===== config.mk =====
export PLATFORM = sky130hd
export DESIGN_NAME = unlk_seq_ctrl
export DESIGN_NICKNAME = d
export VERILOG_FILES = /design/src/rtl/unlk_pkg.sv /design/src/rtl/unlk_step_match.sv /design/src/rtl/unlk_gap_timer.sv /design/src/rtl/unlk_wc_timer.sv /design/src/rtl/unlk_seq_ctrl.sv
export SDC_FILE = /design/constraint.sdc
export NUM_CORES = 1
export LEC_CHECK = 0
export ABC_AREA = 0
export BUFFER_PORTS_ARGS = -buffer_cell sky130_fd_sc_hd__buf_2
export CAP_MARGIN = 20
export CORE_MARGIN = 2
export CORE_UTILIZATION = 45
export DETAILED_ROUTE_END_ITERATION = 16
export PLACE_DENSITY = 0.8
export SLEW_MARGIN = 15
export SYNTH_ARGS = -nofsm -noshare
export SYNTH_HDL_FRONTEND = slang
export SYNTH_HIERARCHICAL = 1
export SYNTH_SLANG_ARGS = --single-unit
export TNS_END_PERCENT = 10

===== constraint.sdc =====
create_clock -name clk -period 7.55 [get_ports clk]
set_clock_uncertainty 0.2 [all_clocks]
set_input_delay 0.755 -clock clk [delete_from_list [all_inputs] [get_ports clk]]
set_output_delay 0.755 -clock clk [all_outputs]
set_load 0.02 [all_outputs]

===== src/rtl/unlk_pkg.sv =====
package unlk_pkg;
  typedef enum logic [2:0] {
    ST_IDLE, ST_K1, ST_K2, ST_K3, ST_K4, ST_VAL
  } step_e;

  localparam int          OFS_W    = 12;
  localparam logic [11:0] OFS_LO   = 12'h555;
  localparam logic [11:0] OFS_HI   = 12'hAAA;
  localparam logic [7:0]  KEY_A    = 8'hAA;
  localparam logic [7:0]  KEY_B    = 8'h55;
  localparam logic [7:0]  KEY_C    = 8'hA0;
  localparam logic [7:0]  CMD_RMAP = 8'hD0;
  localparam logic [7:0]  CMD_MMAP = 8'hE0;
endpackage


===== src/rtl/unlk_step_match.sv =====
module unlk_step_match
  import unlk_pkg::*;
#(
  parameter int ADDR_W = 16
) (
  input  step_e             step,
  input  logic [ADDR_W-1:0] addr,
  input  logic [7:0]        data,
  output logic              hit,
  output logic              tgt
);
  logic [OFS_W-1:0] ofs;
  logic             at_lo, at_hi;

  assign ofs   = addr[OFS_W-1:0];
  assign at_lo = (ofs == OFS_LO);
  assign at_hi = (ofs == OFS_HI);

  always_comb begin
    hit = 1'b0;
    tgt = (data == CMD_MMAP);
    unique case (step)
      ST_IDLE: hit = at_lo && (data == KEY_A);
      ST_K1:   hit = at_hi && (data == KEY_B);
      ST_K2:   hit = at_lo && (data == KEY_C);
      ST_K3:   hit = at_lo && (data == KEY_A);
      ST_K4:   hit = at_lo && ((data == CMD_RMAP) || (data == CMD_MMAP));
      ST_VAL:  hit = 1'b1;
      default: hit = 1'b0;
    endcase
  end
endmodule


===== src/rtl/unlk_gap_timer.sv =====
module unlk_gap_timer #(
  parameter int GAP_LIMIT = 64
) (
  input  logic clk,
  input  logic rst_n,
  input  logic run,
  input  logic clr,
  output logic expire
);
  localparam int CW = $clog2(GAP_LIMIT + 1);
  localparam logic [CW-1:0] LAST = CW'(GAP_LIMIT - 1);

  logic [CW-1:0] cnt;

  always_ff @(posedge clk or negedge rst_n) begin
    if (!rst_n)            cnt <= '0;
    else if (!run || clr)  cnt <= '0;
    else if (cnt != LAST)  cnt <= cnt + 1'b1;
  end

  assign expire = run && !clr && (cnt == LAST);

  // the quiet-cycle count never passes the limit
  p_gap_bound_r9: assert property (@(posedge clk) disable iff (!rst_n)
    cnt <= LAST);
  // a clear always restarts the count
  p_gap_clear_r9: assert property (@(posedge clk) disable iff (!rst_n)
    clr |=> cnt == '0);
endmodule


===== src/rtl/unlk_wc_timer.sv =====
module unlk_wc_timer #(
  parameter int WC_CYCLES = 200
) (
  input  logic clk,
  input  logic rst_n,
  input  logic start,
  output logic busy
);
  localparam int CW = $clog2(WC_CYCLES + 1);

  logic [CW-1:0] cnt;

  always_ff @(posedge clk or negedge rst_n) begin
    if (!rst_n) begin
      busy <= 1'b0;
      cnt  <= '0;
    end else if (start) begin
      busy <= 1'b1;
      cnt  <= CW'(WC_CYCLES - 1);
    end else if (busy) begin
      if (cnt == '0) busy <= 1'b0;
      else           cnt  <= cnt - 1'b1;
    end
  end

  // busy holds while count remains
  p_busy_hold_r7: assert property (@(posedge clk) disable iff (!rst_n)
    busy && (cnt != '0) && !start |=> busy);
  // busy ends only after the count is spent
  p_busy_end_r7: assert property (@(posedge clk) disable iff (!rst_n)
    $fell(busy) |-> $past(cnt) == '0);
  // no new write cycle starts while one runs
  p_no_restart_r8: assert property (@(posedge clk) disable iff (!rst_n)
    start |-> !busy);
endmodule


===== src/rtl/unlk_seq_ctrl.sv =====
module unlk_seq_ctrl
  import unlk_pkg::*;
#(
  parameter int ADDR_W    = 16,
  parameter int WC_CYCLES = 200,
  parameter int GAP_LIMIT = 64
) (
  input  logic              clk,
  input  logic              rst_n,
  input  logic              bus_wr,
  input  logic [ADDR_W-1:0] bus_addr,
  input  logic [7:0]        bus_wdata,
  output logic              map_we,
  output logic              map_sel,
  output logic [7:0]        map_wdata,
  output logic              wc_busy,
  output logic              seq_abort
);
  step_e step;
  logic  hit, tgt, sel_pend, take, expire, run, start;

  unlk_step_match #(.ADDR_W(ADDR_W)) u_match (
    .step(step), .addr(bus_addr), .data(bus_wdata), .hit(hit), .tgt(tgt)
  );

  assign take  = bus_wr && !wc_busy;
  assign run   = (step != ST_IDLE);
  assign start = take && hit && (step == ST_VAL);

  unlk_gap_timer #(.GAP_LIMIT(GAP_LIMIT)) u_gap (
    .clk(clk), .rst_n(rst_n), .run(run), .clr(take), .expire(expire)
  );

  unlk_wc_timer #(.WC_CYCLES(WC_CYCLES)) u_wc (
    .clk(clk), .rst_n(rst_n), .start(start), .busy(wc_busy)
  );

  always_ff @(posedge clk or negedge rst_n) begin
    if (!rst_n) begin
      step      <= ST_IDLE;
      map_we    <= 1'b0;
      map_sel   <= 1'b0;
      map_wdata <= '0;
      seq_abort <= 1'b0;
      sel_pend  <= 1'b0;
    end else begin
      map_we    <= 1'b0;
      seq_abort <= 1'b0;
      if (take) begin
        if (hit) begin
          unique case (step)
            ST_IDLE: step <= ST_K1;
            ST_K1:   step <= ST_K2;
            ST_K2:   step <= ST_K3;
            ST_K3:   step <= ST_K4;
            ST_K4: begin
              sel_pend <= tgt;
              step     <= ST_VAL;
            end
            default: begin
              map_we    <= 1'b1;
              map_sel   <= sel_pend;
              map_wdata <= bus_wdata;
              step      <= ST_IDLE;
            end
          endcase
        end else if (run) begin
          seq_abort <= 1'b1;
          step      <= ST_IDLE;
        end
      end else if (expire) begin
        seq_abort <= 1'b1;
        step      <= ST_IDLE;
      end
    end
  end

  // a register write always opens a busy window
  p_we_busy_r7: assert property (@(posedge clk) disable iff (!rst_n)
    map_we |-> wc_busy);
  // the write enable is a single pulse
  p_we_pulse_r10: assert property (@(posedge clk) disable iff (!rst_n)
    map_we |=> !map_we);
  // writes seen while busy have no effect
  p_busy_ignore_r8: assert property (@(posedge clk) disable iff (!rst_n)
    wc_busy && bus_wr |=> !map_we && !seq_abort);
  // abort is a single pulse and never joins a write
  p_abort_pulse_r5: assert property (@(posedge clk) disable iff (!rst_n)
    seq_abort |=> !seq_abort);
  p_abort_excl_r5: assert property (@(posedge clk) disable iff (!rst_n)
    seq_abort |-> !map_we);
  // target and value stay put outside a write
  p_hold_r8: assert property (@(posedge clk) disable iff (!rst_n)
    !map_we |=> !map_we || 1'b1 ? ($stable(map_wdata) || map_we) : 1'b1);
endmodule


* Word-level counts from Yosys, hierarchy flattened
Index checks and enable logic that the tools add are counted.
Word-level totals: register bits after elaboration 31, bits in latches 0, memory bits (writable) 0, memory bits (read-only) 0, output and inout bits 12, word-level logic and storage cells 75, memories kept 0
Cells by class: add/subtract/negate cells 2, $mul 0, divide/modulo/power cells 0, $lt $le $gt $ge 0, equality and inequality tests 16, shifts and indexed selects 0, mux-type cells 21, bitwise operators 1, reduce and logical (&&, ||, !) cells 26
Operators by type and width (number):
- $eq 8x8->1 const B | 4
- $mux 8 | 3
- $pmux 3 s5 | 1
- $mux 7 | 2
- $eq 12x11->1 const B | 1
- $eq 12x12->1 const B | 1
- $mux 3 | 4
- $mux 1 | 10
- $logic_and 1x1->1 | 9
- $eq 8x7->1 const B | 1
- $logic_not 8->1 | 1
- $sub 8x1->8 const B | 1
- $add 7x1->7 const B | 1
- $eq 7x6->1 const B | 1
- $ne 7x6->1 const B | 1
- $eq 3x2->1 const B | 2
- $eq 3x3->1 const B | 2
- $reduce_and 3->1 | 2
- $reduce_bool 2->1 | 3
- $pmux 1 s5 | 1
- $reduce_or 5->1 | 1
- $reduce_and 2->1 | 2
- $eq 3x1->1 const B | 1
- $logic_not 1->1 | 3
- other kinds (7) | 8

* Depth between registers and ports, before layout
Gate-level depths: netlist of run 1.
depth in word-level cells 8, mapped depth 11

* Cells and area by module
Netlist of run 1, hierarchy kept.
Modules (own cells, without submodules):
- unlk_seq_ctrl | instances 1, cells an instance 45, area an instance 618.1 um2
- unlk_wc_timer | instances 1, cells an instance 49, area an instance 498.0 um2
- unlk_gap_timer | instances 1, cells an instance 35, area an instance 347.8 um2
- unlk_step_match | instances 1, cells an instance 29, area an instance 225.2 um2

* Worst setup path before layout of run 1
No wires, ideal clock.
kind input port to flip-flop, from input bus_addr[3], to register u_wc.cnt[5], library setup time 0.128 ns, arrival 2.554 ns, required time 7.222 ns, slack 4.669 ns, stages 11, buffers on the path 1, cells stage by stage and4bb_1 > nand3_2 > nor4_2 > nand2_1 > nand3_1 > and3b_1 > nand2_1 > nor3_1 > clkbuf_1 > nor2_1 > mux2_1
Between the ends: word-level cells in the longest chain between the ends 7, elaborated cells on any way between the ends 13, classes of those cells 3 x eq/ne; 2 x mux; 8 x reduce/logical
RTL lines:
- from (decl) | RTL line unlk_seq_ctrl.sv:11 | input logic [ADDR_W-1:0] bus_addr,
- $eq 12x11->1 or $eq 12x12->1 (tied branches) | RTL line unlk_step_match.sv:16, unlk_step_match.sv:17
- $logic_and 1x1->1 (on tied branches)
- $pmux 1 s5 * | RTL line unlk_step_match.sv:22 | unique case (step)
- net hit | RTL line unlk_seq_ctrl.sv:20 | logic hit, tgt, sel_pend, take, expire, run, start;
- $logic_and 1x1->1 * (2 in a row) | RTL line unlk_seq_ctrl.sv:28 | assign start = take && hit && (step == ST_VAL);
- net start | RTL line unlk_seq_ctrl.sv:20
- $ne 2x2->1 (no line) or $reduce_bool 2->1 (tied branches)
- $reduce_and 2->1 (no line)
- to (signal assigned) | RTL line unlk_wc_timer.sv:19 | cnt <= CW'(WC_CYCLES - 1);
- to (signal assigned) | RTL line unlk_wc_timer.sv:22 | else cnt <= cnt - 1'b1;
- to (decl) | RTL line unlk_wc_timer.sv:11 | logic [CW-1:0] cnt;
Mark *: on every way through the listed nets, which the timed path passes. The rest lies on a longest branch. A chain may end at the register's enable or synchronous reset.

* Worst setup path in the final report of run 1
from input bus_wdata[0], to register u_wc.cnt[5]
Between the ends: word-level cells in the longest chain between the ends 8, elaborated cells on any way between the ends 17, classes of those cells 6 x eq/ne; 2 x mux; 9 x reduce/logical
RTL lines:
- from (decl) | RTL line unlk_seq_ctrl.sv:12 | input logic [7:0] bus_wdata,
- $eq 8x8->1 | RTL line unlk_step_match.sv:27 | ST_K4: hit = at_lo && ((data == CMD_RMAP) || (data == CMD_MMAP));
- $logic_or 1x1->1 | RTL line unlk_step_match.sv:27
- $logic_and 1x1->1 | RTL line unlk_step_match.sv:27
- $pmux 1 s5 * | RTL line unlk_step_match.sv:22
- net hit | RTL line unlk_seq_ctrl.sv:20
- $logic_and 1x1->1 * (2 in a row) | RTL line unlk_seq_ctrl.sv:28
- net start | RTL line unlk_seq_ctrl.sv:20
- $ne 2x2->1 (no line) or $reduce_bool 2->1 (tied branches)
- $reduce_and 2->1 (no line)
Marked as above.

==> results.tsv, run 1 <==
metric	value	unit
run_status	finished, final reports clean	
worstPathMaxFanout	12	
yosysTopAreaCell	dfrtp_1	
synthFlopType	dfrtp_1	
yosysTopAreaCellShare	45.9	%
drc	0	
clockBufferDepth	2	
fillCellCount	328	
grt_pass1_wl	6070	um
cts_buffers	5	
dp.cells	240	
htreeDepth	2	
grt_max_degree	32	
seq_area_frac_synth	45.9	%
fin_tns_setup	0	ns
clkPwrFrac	41.9	%
synthArstFlopShare	100	%
synthCells	158	
ir_drop	125	uV
initial_core_util	46.5	%
swShare	22.1	%
syn_nets	187	
finalCritPeriodShare	36.0	%
grt_use_total	18.9	%
clock-sinks	31	
p_int	0.000244	W
dpl.hpwl	2590	um
port-buffer-count	34	
rsz0062_at_grt	false	
core_area	0.00363	sq mm
drt_wl_total	3470	um
power.total	0.000313	W
grt_antenna_before_repair	0	
powerDensity	156	mW/mm^2
antenna_left	0	
fin_crit	2.71	ns
clk_pin_slew_worst_paths	0.06	ns
cts_tree	built	
final_cells	247	
hold_viol_final	0	
finalSetupViolations	0	
via_per_inst	5.58	
endpoint_kind	flop	
grt_pass1_vias	1344	
ctsResizeCount	0	
wl_per_cell	14.0	um
relSlewSlack	55.4	%
fin_nets	228	
dieArea	0.00426	sq mm
yosys_warnings	6	
die_y	65.3	um
hold_buffers	0	
worstHoldPathType	input port to async pin	
cp-start-kind	input port	
arrival	2.68	ns
drive_gt1_share	33.7	%
ys_seq_elements	31	
post_cts_buffers	0	
io_pins	39	
combPwrFrac	5.0	%
firstDrtPassIters	4	
synth.area.top_cells	dfrtp_1 46%, mux2_2 6.7%, nor2_1 2.9%, nand2_1 2.7%, and4bb_1 2.2%	
row_count	22	
root_buffer	clkbuf_8	
switchingPower	0.0000692	W
area_growth	19.0	%
vias	1378	
timing.fmax	368	MHz
worstPathRequired	7.52	ns
diodes	0	
clk_latency	0.29	ns
syn_area	0.00169	sq mm
synthDistinctLibCells	47	
syn_area_per_cell	10.7	sq um
p_seq_share	53.0	%
tightest_slew	0.668	ns
gp_congestion	0.781	
p_leak	0.972	nW
crit_type	input port to flop	
die-width	65.3	um
drt_iter0_drc	79	
synth_edf_count	0	
drv_cap	0	
grt.overflow.total	0	
drv_slew	0	
power groups by stage:
stage	combinational [W]	clock [W]	sequential, W
finish	0.0000158	0.000131	0.000166
global route	0.0000178	0.000147	0.000166
CTS	0.0000161	0.000136	0.000166
detailed placement	0.0000161	0	0.000169
global placement	0.0000156	0	0.000169
floorplan	0.00000431	0	0.000169
worst max-delay path, stage by stage:
cell and delay [ns]:
buf_2 0.11, nor2_1 0.13, nand4b_1 0.16, nor4_2 0.23
nand2_1 0.08, nand3_1 0.13, and3b_1 0.28, nand2_1 0.08
nor3_1 0.16, buf_4 0.21, nor2_1 0.06, mux2_1 0.29
kinds of logic (layout without fill, tap and decap cells):
group	count (synthesis)	in the layout	share of synthesized area, %
and+or+nand+nor	73	73	28.7
adders and majority gates	2	2	1.48
AOI/OAI and AO/OA	30	30	12.4
muxes	13	13	8.52
buffers and inverters	6	47	1.33
xor gates and xnor gates	3	3	1.56
DFF	31	31	45.9
placed cells by master, fill, tap and decap left out, drive strengths merged, types with 4 or more instances in the layout:
| master | count |
|---|---|
| buf | 35 |
| dfrtp | 31 |
| nor2 | 14 |
| nand2 | 12 |
| mux2 | 11 |
| a21oi | 7 |
| nor3 | 7 |
| clkbuf | 6 |
| o21ai | 6 |
| nand3 | 6 |
| inv | 5 |
| nand2b | 5 |
| nor2b | 4 |
| or3 | 4 |
| and4bb | 4 |
per-stage QoR:
stage / hold slack, ns / setup WS [ns] / cell area, sq um / util [%]
CTS: 0.305 / 4.85 / 2010 / 55.3
global route: 0.338 / 4.66 / 2010 / 55.3
global placement: 0.284 / 4.58 / 1920 / 52.9
floorplan: 0.259 / 4.67 / 1690 / -
finish: 0.300 / 4.84 / 2010 / 55.3
detailed placement: 0.290 / 4.56 / 1920 / 52.9
registers in the layout (all words and copies together) (netlist names):
register and count:
u_wc/cnt 8, map_we 1, u_wc/busy 1, seq_abort 1
map_sel 1, step 3, sel_pend 1, map_wdata 8
u_gap/cnt 7
routing by layer:
metal  share of wire, %  vias up  track usage [%]
li1                   -      677                -
met1                 45      670             23.3
met2                 49       25             30.6
met3                4.0        6             5.31
met4                2.0        0             8.85
met5                  0        -                0
final cells by class:
| class | instances | area [sq um] | area share (%) |
|---|---|---|---|
| clock inverters | 1 | 5.00 | 0.249 |
| well taps | 48 | 60.1 | 2.99 |
| clock buffers | 6 | 82.6 | 4.11 |
| repair buffers | 35 | 178 | 8.84 |
| inverters | 5 | 18.8 | 0.933 |
| multi-input cells | 121 | 891 | 44.3 |
| flip-flops and latches | 31 | 776 | 38.6 |
final timing paths:
kind	startpoint	end	slack, ns	depth (start not counted)
setup reg to reg	step[0]$_DFFE_PN0P_	u_wc/cnt[5]$_DFFE_PN0P_	4.95	11
hold / removal	rst_n	u_wc/cnt[6]$_DFFE_PN0P_	0.30	1
hold reg to reg	map_sel$_DFFE_PN0P_	map_sel$_DFFE_PN0P_	0.30	1
max in group asynchronous	rst_n	sel_pend$_DFFE_PN0P_	6.41	1
setup / recovery	bus_wdata[0]	u_wc/cnt[5]$_DFFE_PN0P_	4.84	12
min in group clk	map_sel$_DFFE_PN0P_	map_sel$_DFFE_PN0P_	0.30	1
cells in the mapped netlist (2+ instances only):
| cell type | count |
|---|---|
| a22o_1 | 2 |
| nor2_1 | 13 |
| mux2i_1 | 2 |
| nand3_1 | 4 |
| a21oi_1 | 7 |
| a31oi_1 | 3 |
| nand4_1 | 3 |
| xor2_1 | 3 |
| mux2_2 | 10 |
| nor2b_1 | 4 |
| nor3_1 | 5 |
| inv_1 | 5 |
| nand4b_1 | 2 |
| a31o_2 | 2 |
| nand3_2 | 2 |
| or3_1 | 4 |
| and4bb_1 | 3 |
| dfrtp_1 | 31 |
| nand4bb_1 | 2 |
| nand2b_1 | 5 |
| nand2_1 | 12 |
| o31a_1 | 2 |
| nor4_2 | 2 |
| ha_1 | 2 |
| o21ai_0 | 5 |
| a211o_1 | 2 |
No activity file was read; power rests on OpenSTA's default activity.
==> run 2, diff against run 1 <==
==> constraint.sdc (replaced) <==
create_clock -name clk -period 2.5 [get_ports clk]
set_clock_uncertainty 0.2 [all_clocks]
set_input_delay 0.25 -clock clk [delete_from_list [all_inputs] [get_ports clk]]
set_output_delay 0.25 -clock clk [all_outputs]
set_load 0.02 [all_outputs]
==> results.tsv, run 2 (synthesized netlist as in run 1, its figures left out) <==
metric	value	unit
gp_congestion	0.763	
worstPathRequired	2.47	ns
fin_crit	2.34	ns
switchingPower	0.000228	W
io_pins	39	
power.total	0.000949	W
crit_buf_inv	2	
tightest_slew	0.677	ns
relSlewSlack	54.9	%
final_cell_mix	34 x buf_2, 31 x dfrtp_1, 13 x nor2_1	
vias	1386	
p_seq_share	52.8	%
diodes	0	
area_growth	23.0	%
dieArea	0.00426	sq mm
drive_gt1_share	36.2	%
grt_antenna_before_repair	0	
die_y	65.3	um
worstHoldPathType	input port to flop	
p_int	0.000721	W
layout_commonest_cell	buf_2	
path_cells	and3_1 > o21ai_1 > o31ai_2 > nand2_1 > nand3_1 > and3b_1 > nand2_1 > nor3_1 > buf_4 > buf_4 > or3_1	
cts_tree	built	
timing.fmax	427	MHz
wl_per_cell	13.5	um
die-width	65.3	um
combPwrFrac	5.2	%
clkPwrFrac	42.0	%
fin_tns_setup	0	ns
firstDrtPassIters	4	
clock-sinks	31	
ir_drop	239	uV
hold_viol_final	0	
grt.overflow.total	0	
p_leak	1.01	nW
clk_pin_slew_worst_paths	0.08	ns
drt_wl_total	3450	um
finalSetupViolations	0	
row_count	22	
grt_max_degree	32	
finalCritPeriodShare	93.8	%
reg.largest.list	map_wdata x8, u_wc/cnt x8, u_gap/cnt x7	
holdWs	0.0336	ns
drc	0	
port-buffer-count	34	
fin_nets	235	
run_status	finished, final reports clean	
htreeDepth	2	
core_area	0.00363	sq mm
drt_iter0_drc	58	
root_buffer	clkbuf_8	
grt_pass1_wl	5890	um
clk_latency	0.28	ns
slowest_delay	0.43	ns
path_delay_family	simple AND/OR/NAND/NOR gates	
cts_buffers	5	
initial_core_util	46.5	%
antenna_left	0	
multi_input_area	896	sq um
clockBufferDepth	2	
via_per_inst	5.44	
grt_use_total	18.1	%
fillCellCount	328	
cp-start-kind	flop	
cp_slowest_cell	dfrtp_1	
endpoint_kind	flop	
final-seq-area	776	sq um
powerDensity	457	mW/mm^2
drv_slew	0	
crit_type	flop to flop	
worstPathMaxFanout	7	
swShare	24.0	%
dpl.hpwl	2510	um
arrival	2.31	ns
drv_cap	0	
grt_pass1_vias	1301	
-- run 2: changes by cell type in the layout (fill, tap and decap cells not counted), sizes merged --
cell	before	now
clkbuf	6	5
buf	35	41
clkinv	1	2
clkinvlp	0	1
dlygate4sd3	0	1
-- run 2: power by group through the flow --
stage	Sequential (W)	Combinational (W)	Clock [W]
final	0.000501	0.0000492	0.000399
after global routing	0.000501	0.0000558	0.000433
after CTS	0.000501	0.0000496	0.000411
after detailed placement	0.000511	0.0000484	0
after global placement	0.000511	0.0000471	0
after floorplan	0.000511	0.0000130	0
-- run 2: per-stage QoR --
step,utilization [%],cell area (sq um),setup slack [ns],std cells
final,57.2,2080,0.155,255
after global routing,57.2,2080,-0.000961,255
after CTS,56.6,2060,0.123,253
after detailed placement,53.8,1950,0.0831,244
after global placement,53.8,1950,0.109,244
after floorplan,-,1690,0.0487,158
-- run 2: per-layer routing --
layer	track usage, %	vias to the layer above	wire length, um
li1	-	692	-
met1	23.0	664	1600
met2	29.0	22	1670
met3	4.11	8	113
met4	8.85	0	61
met5	0	-	0
-- run 2: final cells by class --
cell class              instances  area share [%]
inverters                       5           0.904
well taps                      48            2.89
multi-input cells             121            43.1
repair buffers                 42            11.2
clock buffers                   5            3.31
clock inverters                 3            1.20
flip-flops and latches         31            37.3
-- run 2: final timing paths --
path / startpoint / end / slack (ns) / depth (start not counted)
min in group asynchronous: rst_n / u_wc/cnt[6]$_DFFE_PN0P_ / 0.33 / 2
worst min-delay path: bus_wdata[0] / map_wdata[0]$_DFFE_PN0P_ / 0.03 / 2
max in group asynchronous: rst_n / u_gap/cnt[0]$_DFFE_PN0P_ / 1.32 / 2
worst max-delay path: step[0]$_DFFE_PN0P_ / u_wc/cnt[6]$_DFFE_PN0P_ / 0.16 / 11
worst max register to register: step[0]$_DFFE_PN0P_ / u_wc/cnt[6]$_DFFE_PN0P_ / 0.16 / 11
worst min register to register: map_wdata[1]$_DFFE_PN0P_ / map_wdata[1]$_DFFE_PN0P_ / 0.30 / 1
-- run 2: timing repair --
action,CTS,global route
hold buffers,1,0
resized for setup,0,2
setup endpoints to repair,0,1
hold endpoints to repair,31,0
buffers inserted,0,2
